`config.mk`:
```
export PLATFORM = sky130hd
export DESIGN_NAME = gpio_portbank
export DESIGN_NICKNAME = d
export VERILOG_FILES = /design/src/rtl/gpb_pkg.sv /design/src/rtl/gpb_insync.sv /design/src/rtl/gpb_pincfg.sv /design/src/rtl/gpb_portregs.sv /design/src/rtl/gpio_portbank.sv
export SDC_FILE = /design/constraint.sdc
export NUM_CORES = 1
export LEC_CHECK = 0
export BUFFER_PORTS_ARGS = -buffer_cell sky130_fd_sc_hd__buf_4
export CORE_MARGIN = 1.5
export CORE_UTILIZATION = 50
export CTS_CLUSTER_SIZE = 30
export DETAILED_ROUTE_END_ITERATION = 7
export PLACE_DENSITY_LB_ADDON = 0.1
export SLEW_MARGIN = 5
export SYNTH_ARGS = -nofsm -noshare
export SYNTH_HDL_FRONTEND = slang
export SYNTH_SLANG_ARGS = --single-unit
```
`constraint.sdc`:
```
create_clock -name clk -period 3.35 [get_ports clk]
set_clock_uncertainty 0.1 [all_clocks]
set_input_delay 0.67 -clock clk [delete_from_list [all_inputs] [get_ports clk]]
set_output_delay 0.67 -clock clk [all_outputs]
set_load 0.05 [all_outputs]
```
`src/rtl/gpb_pkg.sv`:
```
package gpb_pkg;
   localparam int BYTE_W     = 8;
   localparam int NUM_PORTS  = 4;
   localparam int PAD_W      = NUM_PORTS * BYTE_W;
   localparam int CFG_OE_BIT = 0;
   localparam int CFG_PP_BIT = 1;
   localparam int CFG_PU_BIT = 2;

   typedef enum logic [2:0] {RK_NONE, RK_DOUT, RK_DIN, RK_EVEN, RK_EVST} reg_kind_e;

   typedef struct packed {
      reg_kind_e  kind;
      logic [1:0] port;
   } reg_hit_t;

   // Offsets below 8: two ports with four bytes each. 8..B: two ports with data bytes only.
   function automatic reg_hit_t decode_win(input logic [3:0] a);
      reg_hit_t h;
      h.kind = RK_NONE;
      h.port = 2'd0;
      if (!a[3]) begin
         h.port = {1'b0, a[2]};
         case (a[1:0])
            2'd0:    h.kind = RK_DOUT;
            2'd1:    h.kind = RK_DIN;
            2'd2:    h.kind = RK_EVEN;
            default: h.kind = RK_EVST;
         endcase
      end else if (!a[2]) begin
         h.port = {1'b1, a[1]};
         h.kind = a[0] ? RK_DIN : RK_DOUT;
      end
      return h;
   endfunction
endpackage

```
`src/rtl/gpb_insync.sv`:
```
module gpb_insync #(
   parameter int NUM_PINS = 29,
   parameter int STAGES   = 2
) (
   input  logic                clk,
   input  logic                rst,
   input  logic [NUM_PINS-1:0] pin_in,
   output logic [NUM_PINS-1:0] sync_out,
   output logic [NUM_PINS-1:0] rise_out
);
   logic [STAGES-1:0][NUM_PINS-1:0] chain;
   logic [NUM_PINS-1:0]             last_q;

   generate
      if (STAGES < 1) begin : g_bad
         $error("gpb_insync: STAGES must be at least 1");
      end
      if (STAGES == 1) begin : g_single
         always_ff @(posedge clk) begin
            if (rst) chain <= '0;
            else     chain <= pin_in;
         end
      end else begin : g_multi
         always_ff @(posedge clk) begin
            if (rst) chain <= '0;
            else     chain <= {chain[STAGES-2:0], pin_in};
         end
      end
   endgenerate

   always_ff @(posedge clk) begin
      if (rst) last_q <= '0;
      else     last_q <= sync_out;
   end

   assign sync_out = chain[STAGES-1];
   assign rise_out = sync_out & ~last_q;

   AST_FIRST_STAGE: assert property (@(posedge clk) disable iff (rst)
      !$past(rst) |-> chain[0] == $past(pin_in));
   AST_RISE_IS_HIGH: assert property (@(posedge clk) disable iff (rst)
      (rise_out & ~sync_out) == '0 && (rise_out & $past(sync_out)) == '0);
endmodule

```
`src/rtl/gpb_pincfg.sv`:
```
module gpb_pincfg
   import gpb_pkg::*;
#(
   parameter int NUM_PINS = 29
) (
   input  logic                clk,
   input  logic                rst,
   input  logic                sel_wr,
   input  logic                cfg_wr,
   input  logic [7:0]          wdata,
   output logic [7:0]          rdata,
   output logic [NUM_PINS-1:0] oe_cfg,
   output logic [NUM_PINS-1:0] pp_cfg,
   output logic [NUM_PINS-1:0] pu_cfg
);
   localparam int IDX_W = $clog2(PAD_W);

   logic [1:0]       sel_port;
   logic [2:0]       sel_bit;
   logic [IDX_W-1:0] sel_idx;
   logic             sel_valid;

   assign sel_idx   = IDX_W'({sel_port, sel_bit});
   assign sel_valid = 32'(sel_idx) < NUM_PINS;

   always_ff @(posedge clk) begin
      if (rst) begin
         sel_port <= '0;
         sel_bit  <= '0;
         oe_cfg   <= '0;
         pp_cfg   <= '0;
         pu_cfg   <= '0;
      end else begin
         if (sel_wr) begin
            sel_port <= wdata[5:4];
            sel_bit  <= wdata[2:0];
         end
         if (cfg_wr && sel_valid) begin
            for (int i = 0; i < NUM_PINS; i++) begin
               if (IDX_W'(i) == sel_idx) begin
                  oe_cfg[i] <= wdata[CFG_OE_BIT];
                  pp_cfg[i] <= wdata[CFG_PP_BIT];
                  pu_cfg[i] <= wdata[CFG_PU_BIT];
               end
            end
         end
      end
   end

   always_comb begin
      rdata = '0;
      for (int i = 0; i < NUM_PINS; i++) begin
         if (IDX_W'(i) == sel_idx) begin
            rdata[CFG_OE_BIT] = oe_cfg[i];
            rdata[CFG_PP_BIT] = pp_cfg[i];
            rdata[CFG_PU_BIT] = pu_cfg[i];
         end
      end
   end

   AST_CFG_HOLD: assert property (@(posedge clk) disable iff (rst)
      !cfg_wr |=> $stable({oe_cfg, pp_cfg, pu_cfg}));
   AST_BAD_SEL_IGNORED: assert property (@(posedge clk) disable iff (rst)
      cfg_wr && !sel_valid |=> $stable({oe_cfg, pp_cfg, pu_cfg}));
endmodule

```
`src/rtl/gpb_portregs.sv`:
```
module gpb_portregs
   import gpb_pkg::*;
#(
   parameter int NUM_PINS  = 29,
   parameter int EVT_PORTS = 2
) (
   input  logic                clk,
   input  logic                rst,
   input  logic                win_wr,
   input  logic [3:0]          win_addr,
   input  logic [7:0]          win_wdata,
   output logic [7:0]          win_rdata,
   input  logic [NUM_PINS-1:0] sync_in,
   input  logic [NUM_PINS-1:0] rise_in,
   output logic [NUM_PINS-1:0] dout
);
   localparam int EVW = EVT_PORTS * BYTE_W;

   generate
      if (EVW > NUM_PINS || EVT_PORTS > 2) begin : g_bad
         $error("gpb_portregs: event ports exceed pins or window map");
      end
   endgenerate

   reg_hit_t         hit;
   logic [EVW-1:0]   ev_en, ev_st;
   logic [PAD_W-1:0] dout_pad, din_pad;

   assign hit      = decode_win(win_addr);
   assign dout_pad = PAD_W'(dout);
   assign din_pad  = PAD_W'(sync_in);

   always_ff @(posedge clk) begin
      if (rst) begin
         dout  <= '0;
         ev_en <= '0;
         ev_st <= '0;
      end else begin
         for (int i = 0; i < NUM_PINS; i++) begin
            if (win_wr && hit.kind == RK_DOUT && 2'(i / BYTE_W) == hit.port)
               dout[i] <= win_wdata[i % BYTE_W];
         end
         for (int i = 0; i < EVW; i++) begin
            if (win_wr && hit.kind == RK_EVEN && 2'(i / BYTE_W) == hit.port)
               ev_en[i] <= win_wdata[i % BYTE_W];
            if (win_wr && hit.kind == RK_EVST && 2'(i / BYTE_W) == hit.port &&
                win_wdata[i % BYTE_W])
               ev_st[i] <= 1'b0;
            if (rise_in[i] && ev_en[i])
               ev_st[i] <= 1'b1;   // set wins over clear
         end
      end
   end

   always_comb begin
      unique case (hit.kind)
         RK_DOUT: win_rdata = dout_pad[hit.port*BYTE_W +: BYTE_W];
         RK_DIN:  win_rdata = din_pad[hit.port*BYTE_W +: BYTE_W];
         RK_EVEN: win_rdata = ev_en[hit.port[0]*BYTE_W +: BYTE_W];
         RK_EVST: win_rdata = ev_st[hit.port[0]*BYTE_W +: BYTE_W];
         default: win_rdata = '0;
      endcase
   end

   AST_DOUT_HOLD: assert property (@(posedge clk) disable iff (rst)
      !win_wr |=> $stable(dout));
   AST_EVT_NEEDS_EN: assert property (@(posedge clk) disable iff (rst)
      (ev_st & ~$past(ev_st) & ~$past(ev_en)) == '0);
endmodule

```
`src/rtl/gpio_portbank.sv`:
```
module gpio_portbank
   import gpb_pkg::*;
#(
   parameter int NUM_PINS    = 29,
   parameter int SYNC_STAGES = 2,
   parameter int EVT_PORTS   = 2
) (
   input  logic                clk,
   input  logic                rst,
   input  logic                win_wr,
   input  logic [3:0]          win_addr,
   input  logic [7:0]          win_wdata,
   output logic [7:0]          win_rdata,
   input  logic                sel_wr,
   input  logic                cfg_wr,
   input  logic [7:0]          cfg_wdata,
   output logic [7:0]          cfg_rdata,
   input  logic [NUM_PINS-1:0] pin_in,
   output logic [NUM_PINS-1:0] pin_oe,
   output logic [NUM_PINS-1:0] pin_out,
   output logic [NUM_PINS-1:0] pin_pu
);
   generate
      if (NUM_PINS > PAD_W || NUM_PINS <= 3 * BYTE_W) begin : g_bad
         $error("gpio_portbank: NUM_PINS must fill four byte ports");
      end
   endgenerate

   logic [NUM_PINS-1:0] sync_v, rise_v, dout_v;
   logic [NUM_PINS-1:0] oe_v, pp_v, pu_v;

   gpb_insync #(.NUM_PINS(NUM_PINS), .STAGES(SYNC_STAGES)) u_sync (
      .clk(clk), .rst(rst), .pin_in(pin_in),
      .sync_out(sync_v), .rise_out(rise_v));

   gpb_portregs #(.NUM_PINS(NUM_PINS), .EVT_PORTS(EVT_PORTS)) u_regs (
      .clk(clk), .rst(rst), .win_wr(win_wr), .win_addr(win_addr),
      .win_wdata(win_wdata), .win_rdata(win_rdata),
      .sync_in(sync_v), .rise_in(rise_v), .dout(dout_v));

   gpb_pincfg #(.NUM_PINS(NUM_PINS)) u_cfg (
      .clk(clk), .rst(rst), .sel_wr(sel_wr), .cfg_wr(cfg_wr),
      .wdata(cfg_wdata), .rdata(cfg_rdata),
      .oe_cfg(oe_v), .pp_cfg(pp_v), .pu_cfg(pu_v));

   // Open-drain pins only ever drive low; push-pull pins drive the data bit.
   assign pin_oe  = oe_v & (pp_v | ~dout_v);
   assign pin_out = dout_v & pp_v;
   assign pin_pu  = pu_v;

   AST_RESET_QUIET: assert property (@(posedge clk)
      rst |=> pin_oe == '0 && pin_out == '0 && pin_pu == '0);
   AST_DRIVE_NEEDS_WRITE: assert property (@(posedge clk) disable iff (rst)
      !win_wr && !cfg_wr |=> $stable(pin_oe) && $stable(pin_out));
endmodule

```
==> results by group <==
Run status
  • Outcome: finished with violations
  • Violated checks: negative setup slack

Detailed routing
  • DRT antenna net count: 0
  • Routed WL per cell: 19.0 µm
  • Number of DRC markers in iteration 0: 768
  • Detailed Route WL: 32,000 µm
  • Detailed Routing Iterations Pass 1: 6
  • Vias: 9,475
  • Via density: 5.63
  • DRC: 0

Synthesis
  • Post-synth EDFFs: 0
  • Top FF cell, synth: dfxtp_1
  • Synth Register Bits: 227
  • Post-synthesis cell count: 1,232
  • Synthesized area: 10,400 µm²
  • Ys Warns: 0
  • Ys async rst share: 0
  • Synth unique cells: 70
  • Avg Cell Area, Syn: 8.46 µm²
  • Post-synthesis sequential area ratio: 0.436

Placed design
  • Area after DPL: 12,100 µm²
  • Placed instance count: 1,627
  • DP Wirelength: 23,000 µm
  • Input/output buffers: 148
  • Post-place setup slack: -83.7 ps
  • Placer congestion estimate: 0.918

Floorplanning
  • Die H: 147 µm
  • Horiz. Die Dim: 147 µm
  • I/O Pins: 157
  • Die Area: 21,700 µm²
  • Std-Cell Rows: 52
  • Core area: 20,400 µm²
  • Initial core utilization: 0.512

Timing
  • Minimum clock period: 3510 ps
  • Pins Over Slew Limit: 0
  • Highest Clock Rate: 0.285 GHz
  • RSZ-0062 raised after global routing: true
  • Slew @ Worst Pin: 873 ps
  • Final period util: 1.05
  • PnR worst setup slack: -161 ps
  • Fin. Hold Viols: 0
  • Worst slew margin: 0.416
  • Setup-failing EPs final: 2

Clock tree
  • Bufs on Longest Clock Path: 3
  • CTS tree: yes
  • H-Tree Depth: 1
  • CTS Sinks: 227
  • Clock-pin slew on the worst setup and hold paths: 60 ps
  • Worst-Skew Late Latency: 520 ps
  • Root Buffer Master: clkbuf_16
  • Num CTS Buffers: 25
  • Cts hold-fix bufs: 0

Finish
  • Final nets: 1,454
  • Final instance area: 13,300 µm²
  • Filler-free cell count of the finished design: 1,683
  • Layout Utilization: 0.652
  • Layout area overhead: 27.4%
  • ANT cells: 0
  • Layout cell share with drive strength beyond 1: 0.244

Pwr
  • Leak: 0.00521 µW
  • VDD IR max: 0.000515 V
  • Power density over the cells: 471 nW/µm²

Setup path
  • Critical path peak fanout: 6
  • Critical Path RT: 2580 ps
  • Setup CP Type: reg -> out
  • CP Launch Type: flop
  • Critical Path AT: 2740 ps
  • Critical path endpoint category: output port

Global routing
  • M1 GR Usage: 0.433
  • Layer with the highest usage: met1
  • Overflow left after global routing: 0
  • Gr usage total: 0.288
  • Met2 usage: 0.427
  • Largest net degree at the start of global routing: 83
  • Vias in the first global route: 8,708
  • Initial antenna violation count: 0
  • Met3 Resource Use GR: 0.0457
  • Global-route wire length before repair: 49,500 µm

Min path
  • Worst Hold Class: in -> reg

Job
  • Max cap viols: 0
per-stage QoR:
stage / TNS (ps) / hold slack [ps] / power [µW]
floorplan: 0 / 314 / 3260
global placement: 0 / 321 / 3490
detailed placement: -83.7 / 325 / 3500
CTS: -90.5 / 245 / 6250
global route: -336 / 246 / 6450
finish: -186 / 260 / 6260
per-layer routing:
| metal | vias to the layer above | routed length, µm |
|---|---|---|
| li1 | 4552 | - |
| met1 | 4483 | 14700 |
| met2 | 384 | 13900 |
| met3 | 56 | 2620 |
| met4 | 0 | 797 |
| met5 | - | 0 |
final cells by class:
cell class	instances	area, µm²
inverters	55	206
multi-input cells	863	5540
flip-flops and latches	227	4560
well taps	270	338
fillers	1801	7090
repair buffers	225	1810
clock buffers	33	706
clock inverters	10	116
worst paths after layout:
| check | startpoint | to | slack (ps) | depth (start not counted) |
|---|---|---|---|---|
| min reg2reg | u_sync.chain[26] | u_sync.sync_out[26] | 330 | 1 |
| max | u_cfg.sel_bit[1] | cfg_rdata[1] | -160 | 7 |
| max reg2reg | u_cfg.sel_bit[1] | u_cfg.pp_cfg[3] | 670 | 8 |
| min | pin_in[8] | u_sync.chain[8] | 260 | 2 |
worst max-delay path, cell delays in order, from the launching register on:
cell	delay [ps]
dfxtp_4	420
buf_6	130
and3b_1	190
a31o_1	230
a2111oi_4	470
o221ai_2	210
a221o_1	410
buf_6	170
sequential cells by signal, indices dropped and copies added (netlist names):
register and flops:
u_regs.dout 29, u_cfg.pu_cfg 29, u_regs.ev_st 16, u_cfg.pp_cfg 29
u_regs.ev_en 16, u_cfg.sel_port 2, u_sync.chain 29, u_sync.sync_out 29
u_cfg.sel_bit 3, u_cfg.oe_cfg 29, u_sync.last_q 16
cells in the mapped netlist (all sizes together), types with 5 or more instances:
| master | count | area [µm²] |
|---|---|---|
| a22oi | 6 | 45.0 |
| o22ai | 6 | 37.5 |
| nand2 | 137 | 517 |
| a21boi | 27 | 203 |
| nor2 | 103 | 394 |
| clkbuf | 57 | 214 |
| o32ai | 6 | 60.1 |
| o21ai | 53 | 265 |
| mux2 | 14 | 158 |
| inv | 55 | 206 |
| buf | 35 | 210 |
| dfxtp | 227 | 4540 |
| a21oi | 113 | 566 |
| nand2b | 10 | 62.6 |
| nor2b | 84 | 526 |
| and2 | 31 | 194 |
| mux2i | 96 | 961 |
| nor3 | 8 | 55.1 |
| nand3 | 70 | 360 |
| a31oi | 7 | 43.8 |
| nand3b | 10 | 78.8 |
| o221ai | 16 | 140 |
| a221oi | 5 | 43.8 |
cell families (layout without fill, tap and decap cells):
| family | after synthesis | count (layout) | share of synthesized area |
|---|---|---|---|
| flip-flops | 227 | 227 | 0.436 |
| adder cells (fa/ha/maj) | 3 | 3 | 0.00360 |
| multiplexers | 112 | 112 | 0.112 |
| other | 1 | 5 | 0.000360 |
| AND/OR/NAND/NOR | 474 | 475 | 0.228 |
| XOR/XNOR | 2 | 2 | 0.00240 |
| AO/OA/AOI/OAI | 266 | 266 | 0.158 |
| buffers and inverters | 147 | 323 | 0.0605 |
layout by cell type (no fill, tap or decap), types with 5 or more instances in the layout:
master	count
clkbuf_16	25
mux2i_1	96
nand3b_1	9
a21boi_0	27
and2_1	31
nand2_1	135
conb_1	5
o21ai_0	49
nor2b_1	81
buf_12	5
buf_6	12
inv_1	54
dfxtp_1	222
mux2_2	12
nand2b_1	6
o22ai_1	6
a31oi_1	6
nor2_1	99
a21oi_1	111
clkbuf_8	5
buf_4	206
o221ai_2	11
nand3_1	67
where the power goes:
part | internal [µW] | switching, µW
Combinational | 277 | 427
Clock | 1640 | 1120
Sequential | 2760 | 45.0
Total | 4670 | 1590
repair_timing:
action / 4_1_cts / 5_1_grt
pin swaps: 9 / 18
gates cloned: 0 / 1
buffers inserted: 4 / 8
gates resized for setup: 30 / 35
endpoints found under the hold margin: 0 / 0
endpoints found under the setup margin: 4 / 9
Note: power is estimated with default switching activity, not from simulation.
